[config.mk]
export PLATFORM = sky130hd
export DESIGN_NAME = breq_encoder
export DESIGN_NICKNAME = d
export VERILOG_FILES = /design/src/rtl/breq_pkg.sv /design/src/rtl/breq_classify.sv /design/src/rtl/breq_seq.sv /design/src/rtl/breq_pack.sv /design/src/rtl/breq_encoder.sv
export SDC_FILE = /design/constraint.sdc
export NUM_CORES = 1
export LEC_CHECK = 0
export BUFFER_PORTS_ARGS = -buffer_cell sky130_fd_sc_hd__buf_2
export CAP_MARGIN = 10
export CORE_ASPECT_RATIO = 1.75
export CORE_UTILIZATION = 32
export DETAILED_ROUTE_END_ITERATION = 7
export GPL_TIMING_DRIVEN = 0
export PLACE_DENSITY = 0.58
export SYNTH_ARGS = -nofsm -noshare
export SYNTH_HDL_FRONTEND = slang
export SYNTH_SLANG_ARGS = --single-unit
[constraint.sdc]
create_clock -name clk -period 3.6 [get_ports clk]
set_input_delay 0.36 -clock clk [delete_from_list [all_inputs] [get_ports clk]]
set_output_delay 0.36 -clock clk [all_outputs]
set_load 0.02 [all_outputs]
[src/rtl/breq_pkg.sv]
package breq_pkg;

  typedef enum logic [1:0] {
    ST_IDLE  = 2'd0,
    ST_WAIT  = 2'd1,
    ST_PKT_A = 2'd2,
    ST_PKT_B = 2'd3
  } breq_state_e;

  localparam int KIND_W     = 2;
  localparam int ATTR_W     = 3;
  localparam int LEN_W      = 2;
  localparam int ATTR_TYPES = 5;

  localparam logic [ATTR_W-1:0] ATTR_UNCACHED  = 3'd0;
  localparam logic [ATTR_W-1:0] ATTR_WRBACK    = 3'd4;
  localparam logic [LEN_W-1:0]  LEN_FULL_LINE  = 2'b11;

  // kind bit 1 set selects port space
  function automatic logic kind_is_io(input logic [KIND_W-1:0] k);
    return k[1];
  endfunction

endpackage

[src/rtl/breq_classify.sv]
module breq_classify
  import breq_pkg::*;
#(
  parameter int PA_W   = 36,
  parameter int LINE_B = 6,
  parameter int BE_W   = 8
) (
  input  logic [PA_W-1:0]   addr_i,
  input  logic [KIND_W-1:0] kind_i,
  input  logic [ATTR_W-1:0] attr_i,
  input  logic [LEN_W-1:0]  len_i,
  input  logic [BE_W-1:0]   be_i,
  output logic              reject_o,
  output logic [ATTR_W-1:0] attr_o,
  output logic [LEN_W-1:0]  len_o,
  output logic [BE_W-1:0]   be_o
);

  logic is_io;
  logic attr_known;
  logic line_xfer;
  logic off_line;

  always_comb begin
    is_io      = kind_is_io(kind_i);
    attr_known = (int'(attr_i) < ATTR_TYPES);
    line_xfer  = !is_io && (attr_i == ATTR_WRBACK);
    off_line   = line_xfer && (addr_i[LINE_B-1:0] != '0);
    reject_o   = (!is_io && !attr_known) || off_line;
    attr_o     = is_io ? ATTR_UNCACHED : attr_i;
    len_o      = line_xfer ? LEN_FULL_LINE : len_i;
    be_o       = line_xfer ? {BE_W{1'b1}} : be_i;
  end

endmodule

[src/rtl/breq_seq.sv]
module breq_seq
  import breq_pkg::*;
(
  input  logic        clk,
  input  logic        arst_n,
  input  logic        take_ok,
  input  logic        take_bad,
  input  logic        grant,
  output breq_state_e state_o,
  output logic        err_o
);

  breq_state_e state_q, state_d;
  logic        err_q;

  always_comb begin
    state_d = state_q;
    unique case (state_q)
      ST_IDLE:  if (take_ok) state_d = ST_WAIT;
      ST_WAIT:  if (grant)   state_d = ST_PKT_A;
      ST_PKT_A:              state_d = ST_PKT_B;
      ST_PKT_B:              state_d = ST_IDLE;
      default:               state_d = ST_IDLE;
    endcase
  end

  always_ff @(posedge clk or negedge arst_n) begin
    if (!arst_n) begin
      state_q <= ST_IDLE;
      err_q   <= 1'b0;
    end else begin
      state_q <= state_d;
      err_q   <= take_bad;
    end
  end

  assign state_o = state_q;
  assign err_o   = err_q;

endmodule

[src/rtl/breq_pack.sv]
module breq_pack
  import breq_pkg::*;
#(
  parameter int ADDR_PINS = 33,
  parameter int BE_W      = 8,
  parameter int PIN_W     = 35
) (
  input  breq_state_e          state_i,
  input  logic [ADDR_PINS-1:0] addr_hi_i,
  input  logic [KIND_W-1:0]    kind_i,
  input  logic [ATTR_W-1:0]    attr_i,
  input  logic [LEN_W-1:0]     len_i,
  input  logic [BE_W-1:0]      be_i,
  output logic [PIN_W-1:0]     pins_o,
  output logic                 valid_o,
  output logic                 is_b_o
);

  localparam int B_W = ATTR_W + LEN_W + BE_W;

  logic [PIN_W-1:0] word_a;
  logic [PIN_W-1:0] word_b;

  assign word_a = {kind_i, addr_hi_i};

  generate
    if (PIN_W > B_W) begin : g_pad
      assign word_b = {{(PIN_W-B_W){1'b0}}, attr_i, len_i, be_i};
    end else begin : g_nopad
      assign word_b = {attr_i, len_i, be_i};
    end
  endgenerate

  always_comb begin
    pins_o  = '0;
    valid_o = 1'b0;
    is_b_o  = 1'b0;
    if (state_i == ST_PKT_A) begin
      pins_o  = word_a;
      valid_o = 1'b1;
    end else if (state_i == ST_PKT_B) begin
      pins_o  = word_b;
      valid_o = 1'b1;
      is_b_o  = 1'b1;
    end
  end

endmodule

[src/rtl/breq_encoder.sv]
module breq_encoder
  import breq_pkg::*;
#(
  parameter int PA_W   = 36,
  parameter int ALIGN_B = 3,
  parameter int LINE_B = 6,
  localparam int BE_W      = 1 << ALIGN_B,
  localparam int ADDR_PINS = PA_W - ALIGN_B,
  localparam int PIN_W     = ADDR_PINS + KIND_W
) (
  input  logic              clk,
  input  logic              rst_n,
  input  logic              req_valid,
  output logic              req_ready,
  input  logic [PA_W-1:0]   req_addr,
  input  logic [1:0]        req_kind,
  input  logic [2:0]        req_attr,
  input  logic [1:0]        req_len,
  input  logic [BE_W-1:0]   req_be,
  input  logic              bus_grant,
  output logic              req_err,
  output logic              pkt_valid,
  output logic              pkt_is_b,
  output logic [PIN_W-1:0]  bus_pins
);

  // reset: asserted at once, released after two clock edges
  logic [1:0] rst_sync_q;
  logic       arst_n;

  always_ff @(posedge clk or negedge rst_n) begin
    if (!rst_n) rst_sync_q <= 2'b00;
    else        rst_sync_q <= {rst_sync_q[0], 1'b1};
  end
  assign arst_n = rst_sync_q[1];

  breq_state_e state;
  logic        take;
  logic        reject;
  logic [ATTR_W-1:0] attr_eff;
  logic [LEN_W-1:0]  len_eff;
  logic [BE_W-1:0]   be_eff;

  assign req_ready = (state == ST_IDLE);
  assign take      = req_valid && req_ready;

  breq_classify #(.PA_W(PA_W), .LINE_B(LINE_B), .BE_W(BE_W)) u_classify (
    .addr_i   (req_addr),
    .kind_i   (req_kind),
    .attr_i   (req_attr),
    .len_i    (req_len),
    .be_i     (req_be),
    .reject_o (reject),
    .attr_o   (attr_eff),
    .len_o    (len_eff),
    .be_o     (be_eff)
  );

  breq_seq u_seq (
    .clk      (clk),
    .arst_n   (arst_n),
    .take_ok  (take && !reject),
    .take_bad (take && reject),
    .grant    (bus_grant),
    .state_o  (state),
    .err_o    (req_err)
  );

  // captured request, loaded only on a good acceptance
  logic                 cap_en;
  logic [ADDR_PINS-1:0] cap_addr_q;
  logic [KIND_W-1:0]    cap_kind_q;
  logic [ATTR_W-1:0]    cap_attr_q;
  logic [LEN_W-1:0]     cap_len_q;
  logic [BE_W-1:0]      cap_be_q;

  assign cap_en = take && !reject;

  always_ff @(posedge clk) begin
    if (cap_en) begin
      cap_addr_q <= req_addr[PA_W-1:ALIGN_B];
      cap_kind_q <= req_kind;
      cap_attr_q <= attr_eff;
      cap_len_q  <= len_eff;
      cap_be_q   <= be_eff;
    end
  end

  breq_pack #(.ADDR_PINS(ADDR_PINS), .BE_W(BE_W), .PIN_W(PIN_W)) u_pack (
    .state_i   (state),
    .addr_hi_i (cap_addr_q),
    .kind_i    (cap_kind_q),
    .attr_i    (cap_attr_q),
    .len_i     (cap_len_q),
    .be_i      (cap_be_q),
    .pins_o    (bus_pins),
    .valid_o   (pkt_valid),
    .is_b_o    (pkt_is_b)
  );

endmodule

==> impl_metrics.yaml, run 1 <==
sta:
  setup-violations-final: 0
  fin_skew_ns: 0.00439
  worst_pin_slew_ns: 0.815
  hold_viol_final: 0
  drv_slew: 0
  clock.fmax_mhz: 389
  relSlewSlack_pct: 45.2
  setup-tns-final_ns: 0
  period_share_pct: 71.5
  min_period_ns: 2.57
  rsz0062_at_grt: "no"
pwr:
  power.total_mw: 2.13
  ir_drop_uv: 362
  swShare_pct: 34.1
  clkPwrFrac_pct: 24.7
  seq_power_share_pct: 38.1
  p_comb_share_pct: 37.2
  p_switching_uw: 727
  leakage_nw: 1.29
  power.internal_mw: 1.40
  powerDensity_nw_per_um2: 725
routing:
  num_vias: 1439
  drtAntennaViolNets: 0
  dr.pass1.iters: 4
  viasPerCell: 4.40
  wl_mm: 4.35
  post_drt_wl_per_cell_um: 13.3
  drc: 0
  drt_first_iter_violations: 56
worst_setup_path:
  crit_buf_inv: 4
  crit_required_ns: 3.24
  arrival_ns: 2.21
  cpLargestDelayFamily: "buffers and inverters"
  cp_common_cell: "clkbuf_1"
  slowest_delay_ns: 0.44
  critPathCaptureType: "output pin"
  crit_path_max_fanout: 10
  worst-setup-path-type: "flip-flop to output pin"
  cpMaxStageDelayCell: "dfrtp_1"
  startpoint_type: "flip-flop"
  worstPathCellList: "inv_1 -> ha_1 -> clkbuf_1 -> clkbuf_1 -> a22o_1 -> buf_2"
synth:
  synth_cells: 142
  ys_ff_latch: 53
  synth_commonest_cells: "edfxtp_1, and2_1, a22o_1"
  synth_top_area_share_pct: 66.4
  synth_area_um2: 2170
  synth_area_leader_cell: "edfxtp_1"
  synth.area.top_cells: "edfxtp_1, and2_1, dfrtp_1"
  synth_edf_count: 48
  syn_nets: 202
  synth-warning-count: 0
  synth-async-reset-ratio_pct: 9.43
  synth.distinct_cells: 23
  synth.most_common_cell: "edfxtp_1"
  synth_flop_cell: "edfxtp_1"
  synth_seq_area_share_pct: 72.2
  syn-mean-instance-area_um2: 15.3
floorplan:
  die_w_um: 64.2
  rows: 39
  initial_utilization_pct: 33.2
  ios: 94
  die_area_um2: 7130
  die_h_um: 111
  core_area_um2: 6540
status:
  status: "completed"
cells_and_area:
  nNetsFinal: 304
  diodes: 0
  multi_input_area_um2: 577
  area_growth_pct: 35.5
  drive_gt1_share_pct: 48.2
  regArea_um2: 1570
  fillCellCount: 650
cts:
  cts_inserted_buffers: 5
  cts.sinks: 53
  clk_path_buf_depth: 2
  clock_latency_ns: 0.29
  post-cts-setup-buffers: 0
  clkTransAtPathRegs_ns: 0.06
  post_cts_resized: 0
  htree_levels: 2
  clockRootBuffer: "clkbuf_16"
  cts_tree: "built"
place:
  hpwl_mm: 3.30
  gp_congestion: 0.745
  io_buffers: 93
global_route:
  grt_max_degree: 30
  global_route.usage.met3_pct: 3.70
  grt_use_total_pct: 13.1
  met2_usage_pct: 23.0
  gr-total-overflow: 0
  top_usage_layer: "met2"
  grt_pass1_vias: 1367
  antenna_found_initial: 0
  grt_util_met1_pct: 14.1
  grt_pass1_wl_mm: 6.84
run:
  maxCapViolCount: 0
min_path:
  worstHoldPathType: "flip-flop to asynchronous set/reset pin"
## path summary, 6_finish.rpt
path / start / to / slack, ns / cells past startpoint
setup reg to reg: u_seq.state_o[0]$_DFFE_PN0P_ / cap_addr_q[1]$_DFFE_PP_ / 1.53 / 5
min in group clk: req_addr[12] / cap_addr_q[9]$_DFFE_PP_ / 0.24 / 1
hold / removal: rst_sync_q[1]$_DFF_PN0_ / u_seq.state_o[1]$_DFFE_PN0P_ / 0.04 / 0
setup / recovery: u_seq.state_o[0]$_DFFE_PN0P_ / bus_pins[7] / 1.03 / 6
hold reg to reg: rst_sync_q[1]$_DFF_PN0_ / u_seq.state_o[1]$_DFFE_PN0P_ / 0.04 / 0
max in group asynchronous: rst_n / rst_sync_q[1]$_DFF_PN0_ / 3.11 / 2
## cell type report
type | count | share of cell area [%]
Clock buffer | 6 | 4.38
Multi-Input combinational cell | 80 | 19.6
Buffer | 5 | 0.639
Sequential cell | 53 | 53.3
Timing Repair Buffer | 95 | 16.9
Tap cell | 82 | 3.49
Inverter | 4 | 0.511
Clock inverter | 2 | 1.19
## metal layers
metal,vias up,wire (um)
met2,46,2380
met1,673,1690
met5,-,0
met3,5,189
li1,715,-
met4,0,93
## placed cells by master (no fill, tap or decap), types with 4 or more instances in the layout
master and count:
a22o_1 13, and2_1 22, buf_2 93, clkbuf_1 6, clkbuf_16 5, dfrtp_1 5, edfxtp_1 48, ha_1 5
inv_1 4, nand2_1 4, nor2b_1 4, nor3_1 4, or2_2 11
## cell families (layout without fill, tap and decap cells)
family | count (synthesis) | after routing | share of synthesized area (%)
buffers and inverters | 9 | 112 | 1.56
adders and majority gates | 5 | 5 | 2.88
other | 1 | 1 | 0.173
and+or+nand+nor | 56 | 56 | 16.3
AOI/OAI and AO/OA | 18 | 18 | 6.86
DFF | 53 | 53 | 72.2
## per-stage QoR
step                util, %  area [um2]  setup slack [ns]  instances  hold slack (ns)
floorplan                 -        2170            0.0223        142           0.0265
global placement       41.9        2740            -0.999        317           0.0456
detailed placement     42.3        2770              1.19        318           0.0458
CTS                    44.9        2940             0.947        327           0.0516
global route           44.9        2940             0.832        327           0.0619
finish                 44.9        2940              1.03        327           0.0444
## flip-flops by register name (all words and copies together), names as in the netlist
| register | count |
|---|---|
| cap_len_q | 2 |
| cap_be_q | 8 |
| rst_sync_q | 2 |
| cap_kind_q | 2 |
| cap_attr_q | 3 |
| u_seq.err_o | 1 |
| cap_addr_q | 33 |
| u_seq.state_o | 2 |
## power groups by stage
stage / logic, mW / clock network [mW] / registers, mW
final: 0.793 / 0.525 / 0.811
after global routing: 0.864 / 0.559 / 0.819
after CTS: 0.811 / 0.537 / 0.812
after detailed placement: 0.806 / 0 / 0.825
after global placement: 0.787 / 0 / 0.832
after floorplan: 0.535 / 0 / 0.822
## timing repair
action	CTS	global route
hold buffers	1	0
endpoints found under the hold margin	2	0
setup endpoints to repair	0	0
No activity file was read; power rests on OpenSTA's default activity.
==> run 2, diff against run 1 <==
- clock period: 3.6 -> 2.5 ns (I/O delays scaled with it)
==> run 2 against run 1 <==
Sequential share of layout area increased by 0.30 points. Non-clock buffer count unchanged. Via count increased by 1.9%. Sequential power increased by 44%. Hold slack improved by 0.0062 ns. Global-route usage increased by 0.22 points. Die area unchanged. Critical path depth unchanged.
==> impl_metrics.yaml, run 2 (same netlist as run 1, synthesis figures left out) <==
status:
  status: "completed"
min_path:
  worstHoldPathType: "flip-flop to asynchronous set/reset pin"
sta:
  hold_viol_final: 0
  fin_skew_ns: 0.00426
  drv_slew: 0
  rsz0062_at_grt: "no"
  relSlewSlack_pct: 39.5
  min_period_ns: 2.31
  clock.fmax_mhz: 433
  setup-violations-final: 0
  worst_pin_slew_ns: 0.900
  period_share_pct: 92.3
  final.setup.worst_slack_ns: 0.191
worst_setup_path:
  startpoint_type: "flip-flop"
  worst-setup-path-type: "flip-flop to output pin"
  r2r_end: "cap_be_q[7]$_SDFFCE_PP1P_"
  arrival_ns: 2.06
  crit_path_max_fanout: 10
  critPathCaptureType: "output pin"
  cp-endpoint: "bus_pins[8]"
  regToRegSetupSlack_ns: 0.32
  worst_r2r_path_depth: 5
  r2r_start: "u_seq.state_o[1]$_DFFE_PN0P_"
  cpMaxStageDelayCell: "dfrtp_1"
  crit_required_ns: 2.25
  slowest_delay_ns: 0.44
  startpoint: "u_seq.state_o[0]$_DFFE_PN0P_"
  worstPathCellList: "inv_1 -> ha_1 -> clkbuf_2 -> clkbuf_1 -> a22o_1 -> buf_2"
routing:
  post_drt_wl_per_cell_um: 13.3
  dr.pass1.iters: 4
  viasPerCell: 4.48
  drt_first_iter_violations: 74
  drc: 0
  wl_mm: 4.35
  num_vias: 1466
  drtAntennaViolNets: 0
run:
  maxCapViolCount: 0
cells_and_area:
  final_area_um2: 2920
  reg.largest.list: "cap_addr_q (33), cap_be_q (8), cap_attr_q (3)"
  final_cell_mix: "buf_2, edfxtp_1, and2_1, a22o_1, or2_2"
  nNetsFinal: 304
  mostFrequentLayoutCell: "buf_2"
  drive_gt1_share_pct: 48.6
  diodes: 0
  regMostFlops: "cap_addr_q"
  largest_register_ff_count: 33
  area_growth_pct: 34.7
floorplan:
  die_w_um: 64.2
  initial_utilization_pct: 33.2
  core_area_um2: 6540
  die_area_um2: 7130
  ios: 94
  die_h_um: 111
  rows: 39
pwr:
  ir_drop_uv: 433
  powerDensity_nw_per_um2: 1020
  power.total_mw: 2.98
  leakage_nw: 1.29
cts:
  cts.sinks: 53
  cts_tree: "built"
  clock_latency_ns: 0.29
  clkTransAtPathRegs_ns: 0.07
  post-cts-setup-buffers: 0
  clk_path_buf_depth: 2
  cts_inserted_buffers: 5
  clockRootBuffer: "clkbuf_16"
  htree_levels: 2
global_route:
  top_usage_layer: "met2"
  gr-total-overflow: 0
  global_route.usage.met3_pct: 3.29
  grt_max_degree: 26
  grt_pass1_wl_mm: 7.07
  antenna_found_initial: 0
  met2_usage_pct: 22.7
  grt_util_met1_pct: 14.7
  grt_use_total_pct: 13.3
  grt_pass1_vias: 1407
place:
  dpl-instance-area_um2: 2770
  hpwl_mm: 3.21
  dpl_worst_slack_ns: 0.130
  gp_congestion: 0.702
  io_buffers: 93
-- run 2: worst min-delay path by stage --
stage / depth (start not counted) / endpoint
final: 0 / u_seq.state_o[1]$_DFFE_PN0P_
after global routing: 0 / u_seq.state_o[1]$_DFFE_PN0P_
after detailed placement: 1 / rst_sync_q[1]$_DFF_PN0_
after global placement: 1 / rst_sync_q[1]$_DFF_PN0_
after CTS: 0 / u_seq.state_o[0]$_DFFE_PN0P_
after floorplan: 0 / rst_sync_q[0]$_DFF_PN0_
-- run 2: worst max-delay path: cells and delay by family, from the launching register on --
| kind | cells | cell delay (ns) |
|---|---|---|
| AOI/OAI and AO/OA | 1 | 0.23 |
| adders and majority gates | 1 | 0.17 |
| buffers and inverters | 4 | 0.92 |
| DFF | 1 | 0.44 |
-- run 2: metrics by stage --
step	hold WS, ns	setup TNS (ns)	utilization, %	std cells
after global placement	0.0356	-5.73	42.0	317
final	0.0506	0	44.7	327
after global routing	0.0732	0	44.7	327
after floorplan	-0.0456	0	-	142
after detailed placement	0.0365	0	42.4	318
after CTS	0.0619	0	44.7	327
-- run 2: power by group --
part	total (mW)	switching [mW]	internal (mW)
combinational	1.16	0.725	0.435
clock	0.653	0.290	0.363
sequential	1.17	0.0440	1.12
total	2.98	1.06	1.92
-- run 2: layout make-up --
class / instances / area, um2
Timing Repair Buffer: 95 / 503
Clock buffer: 5 / 125
Buffer: 5 / 21.3
Clock inverter: 3 / 12.5
Tap cell: 82 / 103
Inverter: 4 / 15.0
Sequential cell: 53 / 1570
Fill cell: 636 / 3620
Multi-Input combinational cell: 80 / 577
-- run 2: per-layer routing --
metal / up-vias / share of wire [%]
met2: 61 / 54
met1: 682 / 38
met5: - / 0
met4: 0 / 2.8
met3: 7 / 5.8
li1: 716 / -
-- run 2: timing repair --
item                                    CTS  global route
resized for setup                         1             2
endpoints found under the setup margin   10            10
endpoints found under the hold margin     2             0
hold buffers                              1             0
==> run 3, diff against run 2 <==
- REMOVE_ABC_BUFFERS: default -> 1
==> run 3 against run 2 <==
Hold slack about the same. Non-clock buffer count down 5. First-iteration DRC count down 8.1%.
==> impl_metrics.yaml, run 3 (same netlist as run 1, synthesis figures left out) <==
status:
  status: "completed"
cells_and_area:
  reg.largest.list: "cap_addr_q (33), cap_be_q (8), cap_attr_q (3)"
  diodes: 0
  largest_register_ff_count: 33
  regArea_um2: 1570
  fillCellCount: 643
  nNetsFinal: 299
  mostFrequentLayoutCell: "buf_2"
  final_area_um2: 2910
  final_cell_mix: "buf_2, edfxtp_1, and2_1, a22o_1, or2_2"
  final_core_util_pct: 44.6
  multi_input_area_um2: 597
  area_growth_pct: 34.3
  regMostFlops: "cap_addr_q"
  drive_gt1_share_pct: 49.6
pwr:
  powerDensity_nw_per_um2: 1020
  ir_drop_uv: 334
  swShare_pct: 35.3
  p_switching_mw: 1.05
  leakage_nw: 1.28
  power.total_mw: 2.97
  clkPwrFrac_pct: 21.9
  p_comb_share_pct: 38.8
  seq_power_share_pct: 39.3
  power.internal_mw: 1.92
cts:
  cts_inserted_buffers: 5
  clk_path_buf_depth: 2
  cts.sinks: 53
  cts_tree: "built"
  clock_latency_ns: 0.29
  clkTransAtPathRegs_ns: 0.07
  clockRootBuffer: "clkbuf_16"
  htree_levels: 2
  post-cts-setup-buffers: 0
routing:
  dr.pass1.iters: 4
  drt_first_iter_violations: 68
  viasPerCell: 4.50
  drc: 0
  wl_mm: 4.22
  drtAntennaViolNets: 0
  post_drt_wl_per_cell_um: 13.1
  num_vias: 1450
global_route:
  grt_max_degree: 39
  gr-total-overflow: 0
  grt_pass1_vias: 1406
  grt_use_total_pct: 12.7
  grt_pass1_wl_mm: 6.77
  antenna_found_initial: 0
place:
  gp_congestion: 0.734
  io_buffers: 93
  dpl_worst_slack_ns: -0.461
  dpl-instance-area_um2: 2750
  hpwl_mm: 3.00
worst_setup_path:
  worst_r2r_path_depth: 5
  r2r_start: "u_seq.state_o[0]$_DFFE_PN0P_"
  r2r_end: "cap_be_q[6]$_SDFFCE_PP1P_"
  arrival_ns: 1.88
  crit_path_max_fanout: 38
  critPathCaptureType: "output pin"
  crit_required_ns: 2.25
  startpoint_type: "flip-flop"
  worst-setup-path-type: "flip-flop to output pin"
  regToRegSetupSlack_ns: 0.41
sta:
  holdWs_ns: 0.0503
  worst_pin_slew_ns: 0.932
  final.setup.worst_slack_ns: 0.372
  min_period_ns: 2.13
  setup-violations-final: 0
  relSlewSlack_pct: 37.4
  drv_slew: 0
  rsz0062_at_grt: "no"
  fin_skew_ns: 0.00406
  hold_viol_final: 0
  period_share_pct: 85.1
  clock.fmax_mhz: 470
floorplan:
  ios: 94
  die_h_um: 111
  rows: 39
  core_area_um2: 6540
  initial_utilization_pct: 33.2
  die_area_um2: 7130
  die_w_um: 64.2
run:
  maxCapViolCount: 0
min_path:
  worstHoldPathType: "flip-flop to asynchronous set/reset pin"
==> run 3: cell types whose count changed in the layout (fill, tap and decap cells not counted), sizes merged <==
cell    delta
clkbuf     -5
==> run 3: how the worst max path moves through the flow <==
stage	start	endpoint
3_3_place_gp	req_addr[0]	cap_addr_q[31]$_DFFE_PP_
3_5_place_dp	u_seq.state_o[0]$_DFFE_PN0P_	bus_pins[3]
2_1_floorplan	req_addr[0]	cap_addr_q[0]$_DFFE_PP_
4_1_cts	u_seq.state_o[0]$_DFFE_PN0P_	bus_pins[3]
5_1_grt	u_seq.state_o[0]$_DFFE_PN0P_	bus_pins[8]
6_report	u_seq.state_o[0]$_DFFE_PN0P_	bus_pins[3]
==> run 3: final cells by class <==
class | instances | share of cell area (%)
well taps | 82 | 3.52
clock buffers | 5 | 4.29
clock inverters | 3 | 0.429
flip-flops and latches | 53 | 53.8
inverters | 4 | 0.515
multi-input cells | 80 | 20.5
repair buffers | 95 | 17.0
==> run 3: stage by stage <==
stage               cells  setup TNS, ns
floorplan             137         -46.45
global placement      312        -101.19
detailed placement    313          -5.70
CTS                   322              0
global route          322              0
finish                322              0
==> run 3: timing repair <==
| action | 4_1_cts | 5_1_grt |
|---|---|---|
| hold buffers | 1 | 0 |
| endpoints found under the setup margin | 36 | 13 |
| gates resized for setup | 3 | 1 |
| endpoints found under the hold margin | 2 | 0 |
==> run 3: power by group through the flow <==
| stage | registers [mW] | logic (mW) | clock network, mW |
|---|---|---|---|
| 6_report | 1.17 | 1.15 | 0.652 |
| 5_1_grt | 1.18 | 1.26 | 0.716 |
| 4_1_cts | 1.17 | 1.17 | 0.680 |
| 3_5_place_dp | 1.18 | 1.15 | 0 |
| 3_3_place_gp | 1.20 | 1.12 | 0 |
| 2_1_floorplan | 1.18 | 0.754 | 0 |
==> run 3: worst max-delay path, cell delays in order, from the launching register on <==
cell,delay [ns]
dfrtp_1,0.43
inv_1,0.13
ha_4,0.30
nor2b_4,0.37
a22o_1,0.20
buf_2,0.16
==> run 3: metal layers <==
| metal | vias to the layer above | wire [um] | track usage (%) |
|---|---|---|---|
| li1 | 706 | - | - |
| met1 | 666 | 1660 | 13.9 |
| met2 | 71 | 2170 | 21.8 |
| met3 | 7 | 307 | 4.12 |
| met4 | 0 | 85 | 5.78 |
| met5 | - | 0 | 0 |
